===== src/rtl/mbx_pkg.sv =====
package mbx_pkg;
  localparam int unsigned NUM_PORTS = 2;

  typedef enum logic {
    SIDE_LEFT  = 1'b0,
    SIDE_RIGHT = 1'b1
  } side_e;

  function automatic int unsigned other_side(input int unsigned s);
    return (s == 0) ? 1 : 0;
  endfunction
endpackage


===== src/rtl/mbx_port_decode.sv =====
module mbx_port_decode #(
  parameter int ADDR_W = 13,
  parameter logic [ADDR_W-1:0] OWN_SLOT  = '0,
  parameter logic [ADDR_W-1:0] PEER_SLOT = '1
) (
  input  logic [ADDR_W-1:0] addr,
  input  logic              ce_n,
  input  logic              oe_n,
  input  logic              rw_n,
  input  logic              en,
  output logic              post_peer,
  output logic              take_own
);
  logic selected;
  logic is_write;
  logic is_read_access;

  assign selected       = en & ~ce_n;
  assign is_write       = selected & ~rw_n;
  // strobe level is a don't-care for the clearing access
  assign is_read_access = selected & ~oe_n;

  assign post_peer = is_write & (addr == PEER_SLOT);
  assign take_own  = is_read_access & (addr == OWN_SLOT);
endmodule


===== src/rtl/mbx_flag.sv =====
module mbx_flag (
  input  logic clk,
  input  logic rst_n,
  input  logic en,
  input  logic set,
  input  logic clr,
  output logic flag_q
);
  logic flag_d;

  always_comb begin
    if (!en)      flag_d = 1'b0;
    else if (set) flag_d = 1'b1;
    else if (clr) flag_d = 1'b0;
    else          flag_d = flag_q;
  end

  always_ff @(posedge clk or negedge rst_n) begin
    if (!rst_n) flag_q <= 1'b0;
    else        flag_q <= flag_d;
  end

  p_set_wins_r8: assert property (@(posedge clk) disable iff (!rst_n)
    (en && set && clr) |=> flag_q);

  p_hold_r10: assert property (@(posedge clk) disable iff (!rst_n)
    (en && !set && !clr) |=> $stable(flag_q));
endmodule


===== src/rtl/mbx_irq.sv =====
module mbx_irq #(
  parameter int ADDR_W = 13
) (
  input  logic              clk,
  input  logic              rst_n,
  input  logic              mbx_en,
  input  logic [ADDR_W-1:0] l_addr,
  input  logic              l_ce_n,
  input  logic              l_oe_n,
  input  logic              l_rw_n,
  input  logic [ADDR_W-1:0] r_addr,
  input  logic              r_ce_n,
  input  logic              r_oe_n,
  input  logic              r_rw_n,
  output logic              irq_l_n,
  output logic              irq_r_n
);
  import mbx_pkg::*;

  localparam logic [ADDR_W-1:0] SLOT_R = {ADDR_W{1'b1}};
  localparam logic [ADDR_W-1:0] SLOT_L = {{(ADDR_W-1){1'b1}}, 1'b0};

  logic [ADDR_W-1:0] addr_a [NUM_PORTS];
  logic              ce_a   [NUM_PORTS];
  logic              oe_a   [NUM_PORTS];
  logic              rw_a   [NUM_PORTS];
  logic              post_a [NUM_PORTS];
  logic              take_a [NUM_PORTS];
  logic              flag_a [NUM_PORTS];

  assign addr_a[SIDE_LEFT]  = l_addr;
  assign ce_a[SIDE_LEFT]    = l_ce_n;
  assign oe_a[SIDE_LEFT]    = l_oe_n;
  assign rw_a[SIDE_LEFT]    = l_rw_n;
  assign addr_a[SIDE_RIGHT] = r_addr;
  assign ce_a[SIDE_RIGHT]   = r_ce_n;
  assign oe_a[SIDE_RIGHT]   = r_oe_n;
  assign rw_a[SIDE_RIGHT]   = r_rw_n;

  for (genvar p = 0; p < NUM_PORTS; p++) begin : g_port
    localparam int unsigned PEER = other_side(p);
    localparam logic [ADDR_W-1:0] OWN = (p == 0) ? SLOT_L : SLOT_R;
    localparam logic [ADDR_W-1:0] OPP = (p == 0) ? SLOT_R : SLOT_L;

    mbx_port_decode #(
      .ADDR_W   (ADDR_W),
      .OWN_SLOT (OWN),
      .PEER_SLOT(OPP)
    ) u_dec (
      .addr     (addr_a[p]),
      .ce_n     (ce_a[p]),
      .oe_n     (oe_a[p]),
      .rw_n     (rw_a[p]),
      .en       (mbx_en),
      .post_peer(post_a[p]),
      .take_own (take_a[p])
    );

    mbx_flag u_flag (
      .clk   (clk),
      .rst_n (rst_n),
      .en    (mbx_en),
      .set   (post_a[PEER]),
      .clr   (take_a[p]),
      .flag_q(flag_a[p])
    );
  end

  assign irq_l_n = ~flag_a[SIDE_LEFT];
  assign irq_r_n = ~flag_a[SIDE_RIGHT];

  logic r_posts_l, l_posts_r;
  assign r_posts_l = mbx_en && !r_ce_n && !r_rw_n && (r_addr == SLOT_L);
  assign l_posts_r = mbx_en && !l_ce_n && !l_rw_n && (l_addr == SLOT_R);

  p_left_set_r2: assert property (@(posedge clk) disable iff (!rst_n)
    r_posts_l |=> !irq_l_n);

  p_right_set_r3: assert property (@(posedge clk) disable iff (!rst_n)
    l_posts_r |=> !irq_r_n);

  p_left_clear_r4: assert property (@(posedge clk) disable iff (!rst_n)
    (mbx_en && !l_ce_n && !l_oe_n && l_addr == SLOT_L && !r_posts_l) |=> irq_l_n);

  p_right_clear_r5: assert property (@(posedge clk) disable iff (!rst_n)
    (mbx_en && !r_ce_n && !r_oe_n && r_addr == SLOT_R && !l_posts_r) |=> irq_r_n);

  p_off_r9: assert property (@(posedge clk) disable iff (!rst_n)
    !mbx_en |=> (irq_l_n && irq_r_n));
endmodule


===== config.mk =====
export PLATFORM = sky130hd
export DESIGN_NAME = mbx_irq
export DESIGN_NICKNAME = d
export VERILOG_FILES = /design/src/rtl/mbx_pkg.sv /design/src/rtl/mbx_port_decode.sv /design/src/rtl/mbx_flag.sv /design/src/rtl/mbx_irq.sv
export SDC_FILE = /design/constraint.sdc
export NUM_CORES = 1
export LEC_CHECK = 0
export BUFFER_PORTS_ARGS = -buffer_cell sky130_fd_sc_hd__buf_2
export CORE_AREA = 2 2 39 41
export DETAILED_ROUTE_END_ITERATION = 7
export DIE_AREA = 0 0 41 43
export HOLD_SLACK_MARGIN = 0.05
export SLEW_MARGIN = 20
export SYNTH_ARGS = -nofsm -noshare
export SYNTH_HDL_FRONTEND = slang
export SYNTH_SLANG_ARGS = --single-unit

===== constraint.sdc =====
create_clock -name clk -period 1.2 [get_ports clk]
set_input_delay 0.18 -clock clk [delete_from_list [all_inputs] [get_ports clk]]
set_output_delay 0.18 -clock clk [all_outputs]
set_load 0.03 [all_outputs]

## Word-level counts from Yosys, hierarchy flattened

Cells that the tools add are included.

| storage, ports and cells | value |
|---|---|
| input bits | 35 |
| register bits | 2 |

| cells by class | value |
|---|---|
| bitwise logic cells | 18 |
| multiplexer cells | 6 |
| eq/ne operators | 6 |

Operators with widths:

| operator | count |
|---|---|
| == test 13 bit, second input constant | 4 |
| AND 1 bit | 10 |
| NOT 1 bit | 8 |
| two-way mux 1 bit | 6 |
| != test 3 x 1 -> 1 bit, second input constant | 2 |

## Longest topological paths before layout

Gate-level depths: netlist (run 1).

| logic depth | value |
|---|---|
| depth after elaboration | 7 |
| gate-level depth with buffers | 4 |
| mapped depth without buffers | 4 |

## By module

From an unflattened synthesis (run 1), not the netlist that was laid out.

| second synthesis, totals | value |
|---|---|
| cell total of the unflattened synthesis | 22 |
| area total of the unflattened synthesis | 207.7 sq um |

By module, submodules not included:

| module | seq. area each (sq um) | instances | area an instance (sq um) | cells each |
|---|---|---|---|---|
| mbx_port_decode | 0.0 | 2 | 53.8 | 7 |
| mbx_flag | 25.0 | 2 | 46.3 | 3 |
| mbx_irq | 0.0 | 1 | 7.5 | 2 |

## Worst setup path after synthesis (run 1)

No wires, ideal clock.

| timing path | value |
|---|---|
| path kind | input to register |
| start | in l_ce_n |
| end | reg g_port[0].u_flag.flag_q |
| setup slack | 234 ps |
| data required time | 1079 ps |
| buffers on the path | 0 |
| setup time | 121 ps |
| stages on the path | 4 |
| arrival time | 845 ps |
| cell sequence | nand4b_1 -> nor4_2 -> nor3b_2 -> o21ai_1 |

| on the way | value |
|---|---|
| longest elaborated chain between the ends | 5 |

Ends and longest elaborated chain:

| what | RTL line | text |
|---|---|---|
| start: declaration | mbx_irq.sv:8 | `input logic l_ce_n,` |
| NOT 1 bit | mbx_port_decode.sv:18 | `assign selected = en & ~ce_n;` |
| AND 1 bit | mbx_port_decode.sv:18 |  |
| AND 1 bit | mbx_port_decode.sv:21 | `assign is_read_access = selected & ~oe_n;` |
| AND 1 bit | mbx_port_decode.sv:24 | `assign take_own = is_read_access & (addr == OWN_SLOT);` |
| != test 3 x 1 -> 1 bit (no line) | - |  |
| end signal: assignment | mbx_flag.sv:20 | `else flag_q <= flag_d;` |
| end: declaration | mbx_flag.sv:7 | `output logic flag_q` |

Every way passes these cells.
A chain may end at the register's enable or synchronous reset.

## Final worst setup path (run 1)

| timing path | value |
|---|---|
| start | reg g_port[0].u_flag.flag_q |
| end | out irq_l_n |

| on the way | value |
|---|---|
| longest elaborated chain between the ends | 1 |

Ends and longest elaborated chain:

| what | RTL line | text |
|---|---|---|
| NOT 1 bit | mbx_irq.sv:69 | `assign irq_l_n = ~flag_a[SIDE_LEFT];` |
| end: declaration | mbx_irq.sv:15 | `output logic irq_l_n,` |

Every way passes these cells.

==> impl_metrics.tcl, run 1 <==
set metrics [dict create \
    cts.sinks 2 \
    viasPerCell 4.16 \
    switchingPower_uw 59.1 \
    clock_latency_ns 0.22 \
    grt_use_total_pct 8.71 \
    io_buffers 36 \
    post-route-period-util_pct 82.9 \
    p_sw_share_pct 20.9 \
    reg_top3 "g_port.u_flag.flag_q: 2 flops" \
    grt_overflow_total 0 \
    rsz0062_at_grt "no" \
    core_area_mm2 0.00138 \
    tns_ns 0 \
    clockBufferDepth 2 \
    synth_top_area_cell "dfrtp_1" \
    ys_seq_area_share_pct 27.8 \
    critPathCaptureType "primary output" \
    gp_congestion 0.594 \
    rows 14 \
    max_slew_margin_pct 76.3 \
    ys_top_cells_by_count "nand4_1 (4), nand2_1 (3), dfrtp_1 (2), inv_1 (2), nand3_1 (2)" \
    die_h_um 43 \
    finalHoldViolCount 0 \
    worst_slack_ns 0.205 \
    post_synth_instance_area_um2 180 \
    drive_above_1_share_pct 65.1 \
    grt_pass1_vias 319 \
    r2r_start "g_port[1].u_flag.flag_q" \
    wl_um 650 \
    cts_root_buffer "clkbuf_4" \
    synth_nets 58 \
    critical_path_peak_fanout 2 \
    synthCells 23 \
    arrival_ns 0.82 \
    grt_max_degree 5 \
    wl_per_cell_um 8.23 \
    regMostFlops "g_port.u_flag.flag_q" \
    finalMaxSlewViolations 0 \
    num_antenna_cells 0 \
    synth_top_area_share_pct 27.8 \
    drtIter0Drc 0 \
    fp.dieW_um 41 \
    largest_reg_flops 2 \
    clock_skew_ns 0 \
    start_util_pct 13.0 \
    place_worst_setup_slack_ns 0.0367 \
    synth.avg_cell_area_um2 7.83 \
    multi_input_area_um2 123 \
    intPower_uw 224 \
    yosysMostFrequentCell "nand4_1" \
    status "complete, no violations" \
    seqPwrFrac_pct 24.0 \
    p_leak_uw 0.000211 \
    yosysUniqueCellTypes 15 \
    clkPwrFrac_pct 52.3 \
    drt_first_pass_iters 1 \
    crit_required_ns 1.02 \
    setup_viol 0 \
    min_period_ns 0.995 \
    die-area_mm2 0.00176 \
    start_kind "flop" \
    yosys_warnings 0 \
    cts_tree "built" \
    maxCapViolCount 0 \
    worstMarginPinSlew_ns 0.352 \
    yosys-top-cells-area "dfrtp_1 (28%), nand4_1 (14%), nor3b_2 (6.9%)" \
    ir_worst_vdd_mv 0.188 \
    p_comb_share_pct 23.7 \
    ioPinCount 37 \
    async_reset_ff_share_pct 100 \
    route.antenna.remaining_nets 0 \
    path_clk_slew_ns 0.03 \
    cts_max_level 1 \
    hold_path_class "input port to flop" \
    cts_buffers 3 \
    power-per-cell-area_mw_per_mm2 685 \
    ys_ff_latch 2 \
    nFillCells 153 \
    regArea_um2 50.0 \
    synth_edf_count 0 \
    worstHoldStart "l_oe_n" \
    antenna_found_initial 0 \
    grt_pass1_wl_um 986 \
    drc 0 \
    syn_to_final_growth_pct 129 \
    vias 329 \
    path_class "flop to primary output" \
    synth_ff_type "dfrtp_1" \
    fmax_ghz 1.00 \
    nets 100 \
    worst_setup_path_startpoint "g_port[0].u_flag.flag_q" \
]
[area by class of cell]
type	count	share of cell area (%)
inverter	2	1.82
multi-input combinational	19	29.7
sequential	2	12.1
timing repair buffer	37	46.1
clock buffer	3	5.45
tap	16	4.85
[placed cells by master, fill, tap and decap left out, types with 2 or more instances in the layout]
| master | Yosys | layout |
|---|---|---|
| dfrtp_1 | 2 | 2 |
| nand3_1 | 2 | 2 |
| nand2_1 | 3 | 3 |
| inv_1 | 2 | 2 |
| nand4_1 | 4 | 4 |
| clkbuf_4 | 0 | 3 |
| buf_2 | 0 | 36 |
[worst max-delay path, stage by stage, from the launching register on]
cell and delay (ns):
dfrtp_1 0.36, inv_1 0.05, buf_2 0.18
[cells by family after synthesis]
logic type	count (synthesis)	synth area share (%)
buf+inv	2	4.17
simple gates	17	62.5
flops	2	27.8
compound gates	2	5.55
[per-stage QoR]
step                      std cells  power, uW  area [um^2]  util [%]  hold WS, ns
final                            79        283          413      29.8        0.214
after floorplan                  23       77.2          180         -       -0.116
after detailed placement         75        134          380      27.5      -0.0321
after global placement           75        133          380      27.5      -0.0327
after CTS                        79        292          413      29.8        0.211
after global routing             79        312          413      29.8        0.243
[power by group through the flow]
stage          Sequential [uW]  Combinational [uW]  Clock (uW)
2_1_floorplan             68.7                8.48           0
3_3_place_gp              68.7                64.1           0
3_5_place_dp              68.7                65.8           0
4_1_cts                   68.0                68.6         156
5_1_grt                   67.9                75.6         168
6_report                  68.0                67.0         148
[worst paths after layout]
| check | cells past startpoint | slack, ns | to |
|---|---|---|---|
| hold reg to reg | 2 | 0.54 | g_port[0].u_flag.flag_q |
| hold / removal | 3 | 0.21 | g_port[0].u_flag.flag_q |
| setup / recovery | 2 | 0.20 | irq_l_n |
| setup reg to reg | 2 | 0.58 | g_port[1].u_flag.flag_q |
| max in group asynchronous | 2 | 0.82 | g_port[1].u_flag.flag_q |
| min in group asynchronous | 2 | 0.28 | g_port[0].u_flag.flag_q |
[repair_timing]
| action | in CTS | in global routing |
|---|---|---|
| hold buffers | 1 | 0 |
| buffers inserted | 0 | 0 |
| resized for setup | 0 | 0 |
| hold endpoints to repair | 2 | 0 |
| setup endpoints to repair | 0 | 0 |
[layer usage]
metal  share of wire [%]  vias to the layer above  GRT usage (%)  wire (um)
met5                   0                        -              0          0
met2                  56                       24           14.7        361
met4                   0                        0           10.0          0
met1                  29                      137           7.01        188
met3                  16                        0           1.57        101
li1                    -                      168              -          -
Note: power is estimated with default switching activity, not from simulation.
==> inputs of run 2 (changes only) <==
==> constraint.sdc (replaced) <==
create_clock -name clk -period 0.84 [get_ports clk]
set_input_delay 0.126 -clock clk [delete_from_list [all_inputs] [get_ports clk]]
set_output_delay 0.126 -clock clk [all_outputs]
set_load 0.03 [all_outputs]
==> impl_metrics.tcl, run 2 (synthesis gave the netlist of run 1 again) <==
set metrics [dict create \
    status "finished with violations" \
    violations "setup timing" \
    multi_input_area_um2 145 \
    regArea_um2 50.0 \
    ff2ff_path_depth 4 \
    worst_slack_ns -0.0567 \
    switchingPower_uw 88.8 \
    ioPinCount 37 \
    cts_max_level 1 \
    nets 104 \
    start_kind "flop" \
    nFillCells 156 \
    die_h_um 43 \
    cts_tree "built" \
    power_uw 426 \
    intPower_uw 337 \
    post-route-period-util_pct 107 \
    grt_pass1_vias 307 \
    reg_top3 "g_port.u_flag.flag_q: 2 flops" \
    largest_reg_flops 2 \
    min_period_ns 0.897 \
    rsz0062_at_grt "yes" \
    clock_latency_ns 0.22 \
    hold_path_depth 4 \
    finalMaxSlewViolations 0 \
    antenna_found_initial 0 \
    regMostFlops "g_port.u_flag.flag_q" \
    path_class "flop to primary output" \
    cts.sinks 2 \
    power-per-cell-area_mw_per_mm2 846 \
    clock_skew_ns 0 \
    crit_required_ns 0.71 \
    p_sw_share_pct 20.9 \
    critPathCaptureType "primary output" \
    crit_chain "inv_1 > buf_6" \
    path_buf_inv 2 \
    cts_buffers 3 \
    drt_first_pass_iters 5 \
    max_slew_margin_pct 84.6 \
    gp_congestion 0.674 \
    seqPwrFrac_pct 22.8 \
    hold_path_class "input port to flop" \
    clkPwrFrac_pct 49.0 \
    ir_worst_vdd_mv 0.295 \
    p_comb_share_pct 28.2 \
    drc 0 \
    max_stage_delay_ns 0.36 \
    wl_um 774 \
    cp.depth 2 \
    drive_above_1_share_pct 70.1 \
    grt_max_degree 4 \
    start_util_pct 13.0 \
    maxCapViolCount 0 \
    vias 355 \
    r2r_start "g_port[0].u_flag.flag_q" \
    grt_overflow_total 0 \
    clockBufferDepth 2 \
    drtIter0Drc 3 \
    fin_util_pct 36.3 \
    grt_pass1_wl_um 945 \
    cts_root_buffer "clkbuf_4" \
    path_clk_slew_ns 0.03 \
    p_leak_uw 0.000264 \
    fp.dieW_um 41 \
    tns_ns -0.111 \
    rows 14 \
    arrival_ns 0.77 \
    worstMarginPinSlew_ns 0.229 \
    setup_viol 2 \
    final_common_cell "buf_2" \
    wl_per_cell_um 9.33 \
    worst_setup_path_startpoint "g_port[0].u_flag.flag_q" \
    syn_to_final_growth_pct 179 \
    slowest_stage "dfrtp_1" \
    crit_family "flip-flops" \
    fmax_ghz 1.12 \
    core_area_mm2 0.00138 \
    hold-worst-slack_ns 0.174 \
    critical_path_peak_fanout 2 \
    viasPerCell 4.28 \
    die-area_mm2 0.00176 \
    route.antenna.remaining_nets 0 \
    layout_common_cells "buf_2 (30), buf_6 (6), nand4_1 (4), buf_4 (4)" \
    worstHoldStart "r_rw_n" \
    io_buffers 36 \
    grt_use_total_pct 8.63 \
    finalHoldViolCount 0 \
    num_antenna_cells 0 \
]
==> run 2: final cells by class <==
cell class | instances | area share (%)
tap | 16 | 3.98
timing repair buffer | 41 | 51.2
inverter | 2 | 1.49
clock buffer | 3 | 4.48
multi-input combinational | 19 | 28.9
sequential | 2 | 9.95
==> run 2: path summary, 6_finish.rpt <==
check                                          end  slack, ns
max                                        irq_l_n      -0.06
max reg2reg                g_port[0].u_flag.flag_q       0.01
min reg2reg                g_port[1].u_flag.flag_q       0.63
min                        g_port[0].u_flag.flag_q       0.17
max in group asynchronous  g_port[0].u_flag.flag_q       0.52
min in group asynchronous  g_port[1].u_flag.flag_q       0.22
==> run 2: routing by layer <==
metal	part of all wire (%)	vias up	global-route usage [%]
li1	-	177	-
met1	30	145	7.05
met2	53	31	14.4
met3	15	2	1.57
met4	1.8	0	10.0
met5	0	-	0
==> run 2: power by group through the flow <==
stage / clock [uW] / sequential, uW / combinational (uW)
global route: 226 / 97.0 / 133
finish: 209 / 97.1 / 120
CTS: 220 / 97.1 / 103
global placement: 0 / 98.1 / 96.5
detailed placement: 0 / 98.1 / 98.9
floorplan: 0 / 98.1 / 13.4
==> run 2: worst reg2reg max path: stages (launching register included) <==
cell	delay, ns
dfrtp_1	0.36
buf_4	0.13
buf_4	0.12
nand2_1	0.05
o21ai_1	0.05
==> run 2: timing repair <==
| item | in CTS | in global routing |
|---|---|---|
| gates cloned | 0 | 0 |
| hold buffers | 1 | 0 |
| buffers inserted | 2 | 1 |
| endpoints found under the hold margin | 2 | 0 |
| pin swaps | 0 | 5 |
| endpoints found under the setup margin | 2 | 4 |
| gates resized for setup | 4 | 7 |
==> run 2: stage by stage <==
| step | setup slack [ns] | instance area (um^2) | cells |
|---|---|---|---|
| after floorplan | -0.0230 | 186 | 23 |
| after global placement | -0.198 | 394 | 76 |
| after detailed placement | -0.194 | 394 | 76 |
| after CTS | -0.0652 | 454 | 82 |
| after global routing | -0.0956 | 503 | 83 |
| final | -0.0567 | 503 | 83 |
==> inputs of run 3 (changes only) <==
--- a/config.mk
+++ b/config.mk
@@ -10,6 +10,7 @@
 export DETAILED_ROUTE_END_ITERATION = 7
 export DIE_AREA = 0 0 41 43
 export HOLD_SLACK_MARGIN = 0.05
+export RECOVER_POWER = 50
 export SLEW_MARGIN = 20
 export SYNTH_ARGS = -nofsm -noshare
 export SYNTH_HDL_FRONTEND = slang
==> impl_metrics.tcl, run 3 (synthesis gave the netlist of run 1 again) <==
set metrics [dict create \
    status "finished with violations" \
    violations "setup timing" \
    grt_use_total_pct 8.63 \
    slowest_stage "dfrtp_1" \
    r2r-end "g_port[0].u_flag.flag_q" \
    maxCapViolCount 0 \
    cts_buffers 3 \
    clock_skew_ns 0 \
    arrival_ns 0.77 \
    rsz0062_at_grt "yes" \
    critPathCaptureType "primary output" \
    clock_latency_ns 0.22 \
    ioPinCount 37 \
    fin_cells 83 \
    worst_slack_ns -0.0567 \
    antenna_found_initial 0 \
    path_clk_slew_ns 0.03 \
    grt_pass1_wl_um 945 \
    grt_pass1_vias 307 \
    cts_root_buffer "clkbuf_4" \
    power-per-cell-area_mw_per_mm2 847 \
    r2r_start "g_port[0].u_flag.flag_q" \
    die-area_mm2 0.00176 \
    wl_per_cell_um 9.30 \
    io_buffers 36 \
    worstHoldStart "r_rw_n" \
    cts_max_level 1 \
    rrSetupSlack_ns 0.01 \
    cts_tree "built" \
    die_h_um 43 \
    crit_chain "inv_1 > buf_6" \
    crit_required_ns 0.71 \
    grt_max_degree 4 \
    finalHoldViolCount 0 \
    vias 355 \
    final_common_cell "buf_2" \
    gp_congestion 0.674 \
    max_slew_margin_pct 84.6 \
    worst_setup_path_startpoint "g_port[0].u_flag.flag_q" \
    hold-worst-slack_ns 0.174 \
    p_leak_uw 0.000262 \
    hold_path_depth 4 \
    layout_common_cells "buf_2 (29), buf_6 (6), nand4_1 (4), buf_4 (4)" \
    reg_top3 "g_port.u_flag.flag_q: 2 flops" \
    drc 0 \
    hold_path_class "input port to flop" \
    finalMaxSlewViolations 0 \
    setup_viol 2 \
    post-route-period-util_pct 107 \
    ir_worst_vdd_mv 0.295 \
    start_util_pct 13.0 \
    drive_above_1_share_pct 68.7 \
    core_area_mm2 0.00138 \
    whs_endpoint "g_port[0].u_flag.flag_q" \
    path_class "flop to primary output" \
    start_kind "flop" \
    worstMarginPinSlew_ns 0.229 \
    regMostFlops "g_port.u_flag.flag_q" \
    drt_first_pass_iters 5 \
    dp_cells 76 \
    route.antenna.remaining_nets 0 \
    critical_path_peak_fanout 2 \
    fp.dieW_um 41 \
    wl_um 772 \
    syn_to_final_growth_pct 178 \
    ff2ff_path_depth 4 \
    rows 14 \
    nets 104 \
    grt_overflow_total 0 \
    viasPerCell 4.28 \
    num_antenna_cells 0 \
    cts.sinks 2 \
    fmax_ghz 1.12 \
    drtIter0Drc 3 \
    min_period_ns 0.897 \
    largest_reg_flops 2 \
    power_uw 425 \
    place_worst_setup_slack_ns -0.194 \
    clockBufferDepth 2 \
    max_stage_delay_ns 0.36 \
]
## run 3: cell types whose count changed in the layout (fill, tap and decap cells not counted), sizes merged
cell	change
clkbuf	+1
buf	-1
## run 3: repair_timing
| action | 4_1_cts | 5_1_grt |
|---|---|---|
| setup endpoints to repair | 2 | 4 |
| setup buffers | 2 | 1 |
| hold buffers | 1 | 0 |
| cloned | 0 | 0 |
| pin swaps | 0 | 5 |
| endpoints found under the hold margin | 2 | 0 |
| gates resized for setup | 4 | 7 |
## run 3: metal layers
metal | up-vias | track usage [%] | wire, um
met3 | 2 | 1.57 | 115
met4 | 0 | 10.0 | 14
met5 | - | 0 | 0
met1 | 145 | 7.05 | 228
li1 | 177 | - | -
met2 | 31 | 14.4 | 414
## run 3: worst max-delay path, delay by kind of cell, from the launching register on
family,cells,cell delay [ns]
buffers and inverters,2,0.19
DFF,1,0.36
## run 3: worst max-delay path by stage
| stage | to | cells after the start |
|---|---|---|
| 2_1_floorplan | g_port[0].u_flag.flag_q | 4 |
| 3_3_place_gp | g_port[0].u_flag.flag_q | 5 |
| 3_5_place_dp | g_port[0].u_flag.flag_q | 5 |
| 4_1_cts | irq_r_n | 2 |
| 6_report | irq_l_n | 2 |
| 5_1_grt | irq_l_n | 2 |
## run 3: power by group
part / total, uW / switching (uW) / internal, uW
combinational: 119 / 37.5 / 81.7
clock: 209 / 51.4 / 157
sequential: 97.1 / 0.00224 / 97.1
total: 425 / 88.9 / 336
## run 3: stage by stage
stage                     util (%)  TNS (ns)  instance area, um^2
final                         36.3    -0.111                  502
after global routing          36.3    -0.243                  502
after CTS                     32.8    -0.126                  454
after detailed placement      28.5    -0.356                  394
after global placement        28.5    -0.331                  394
after floorplan                  -   -0.0405                  186
## run 3: final cells by class
class                   instances  area (um^2)
fillers                       157          882
repair buffers                 41          256
multi-input cells              19          145
flip-flops and latches          2         50.0
clock buffers                   3         22.5
well taps                      16         20.0
inverters                       2         7.51
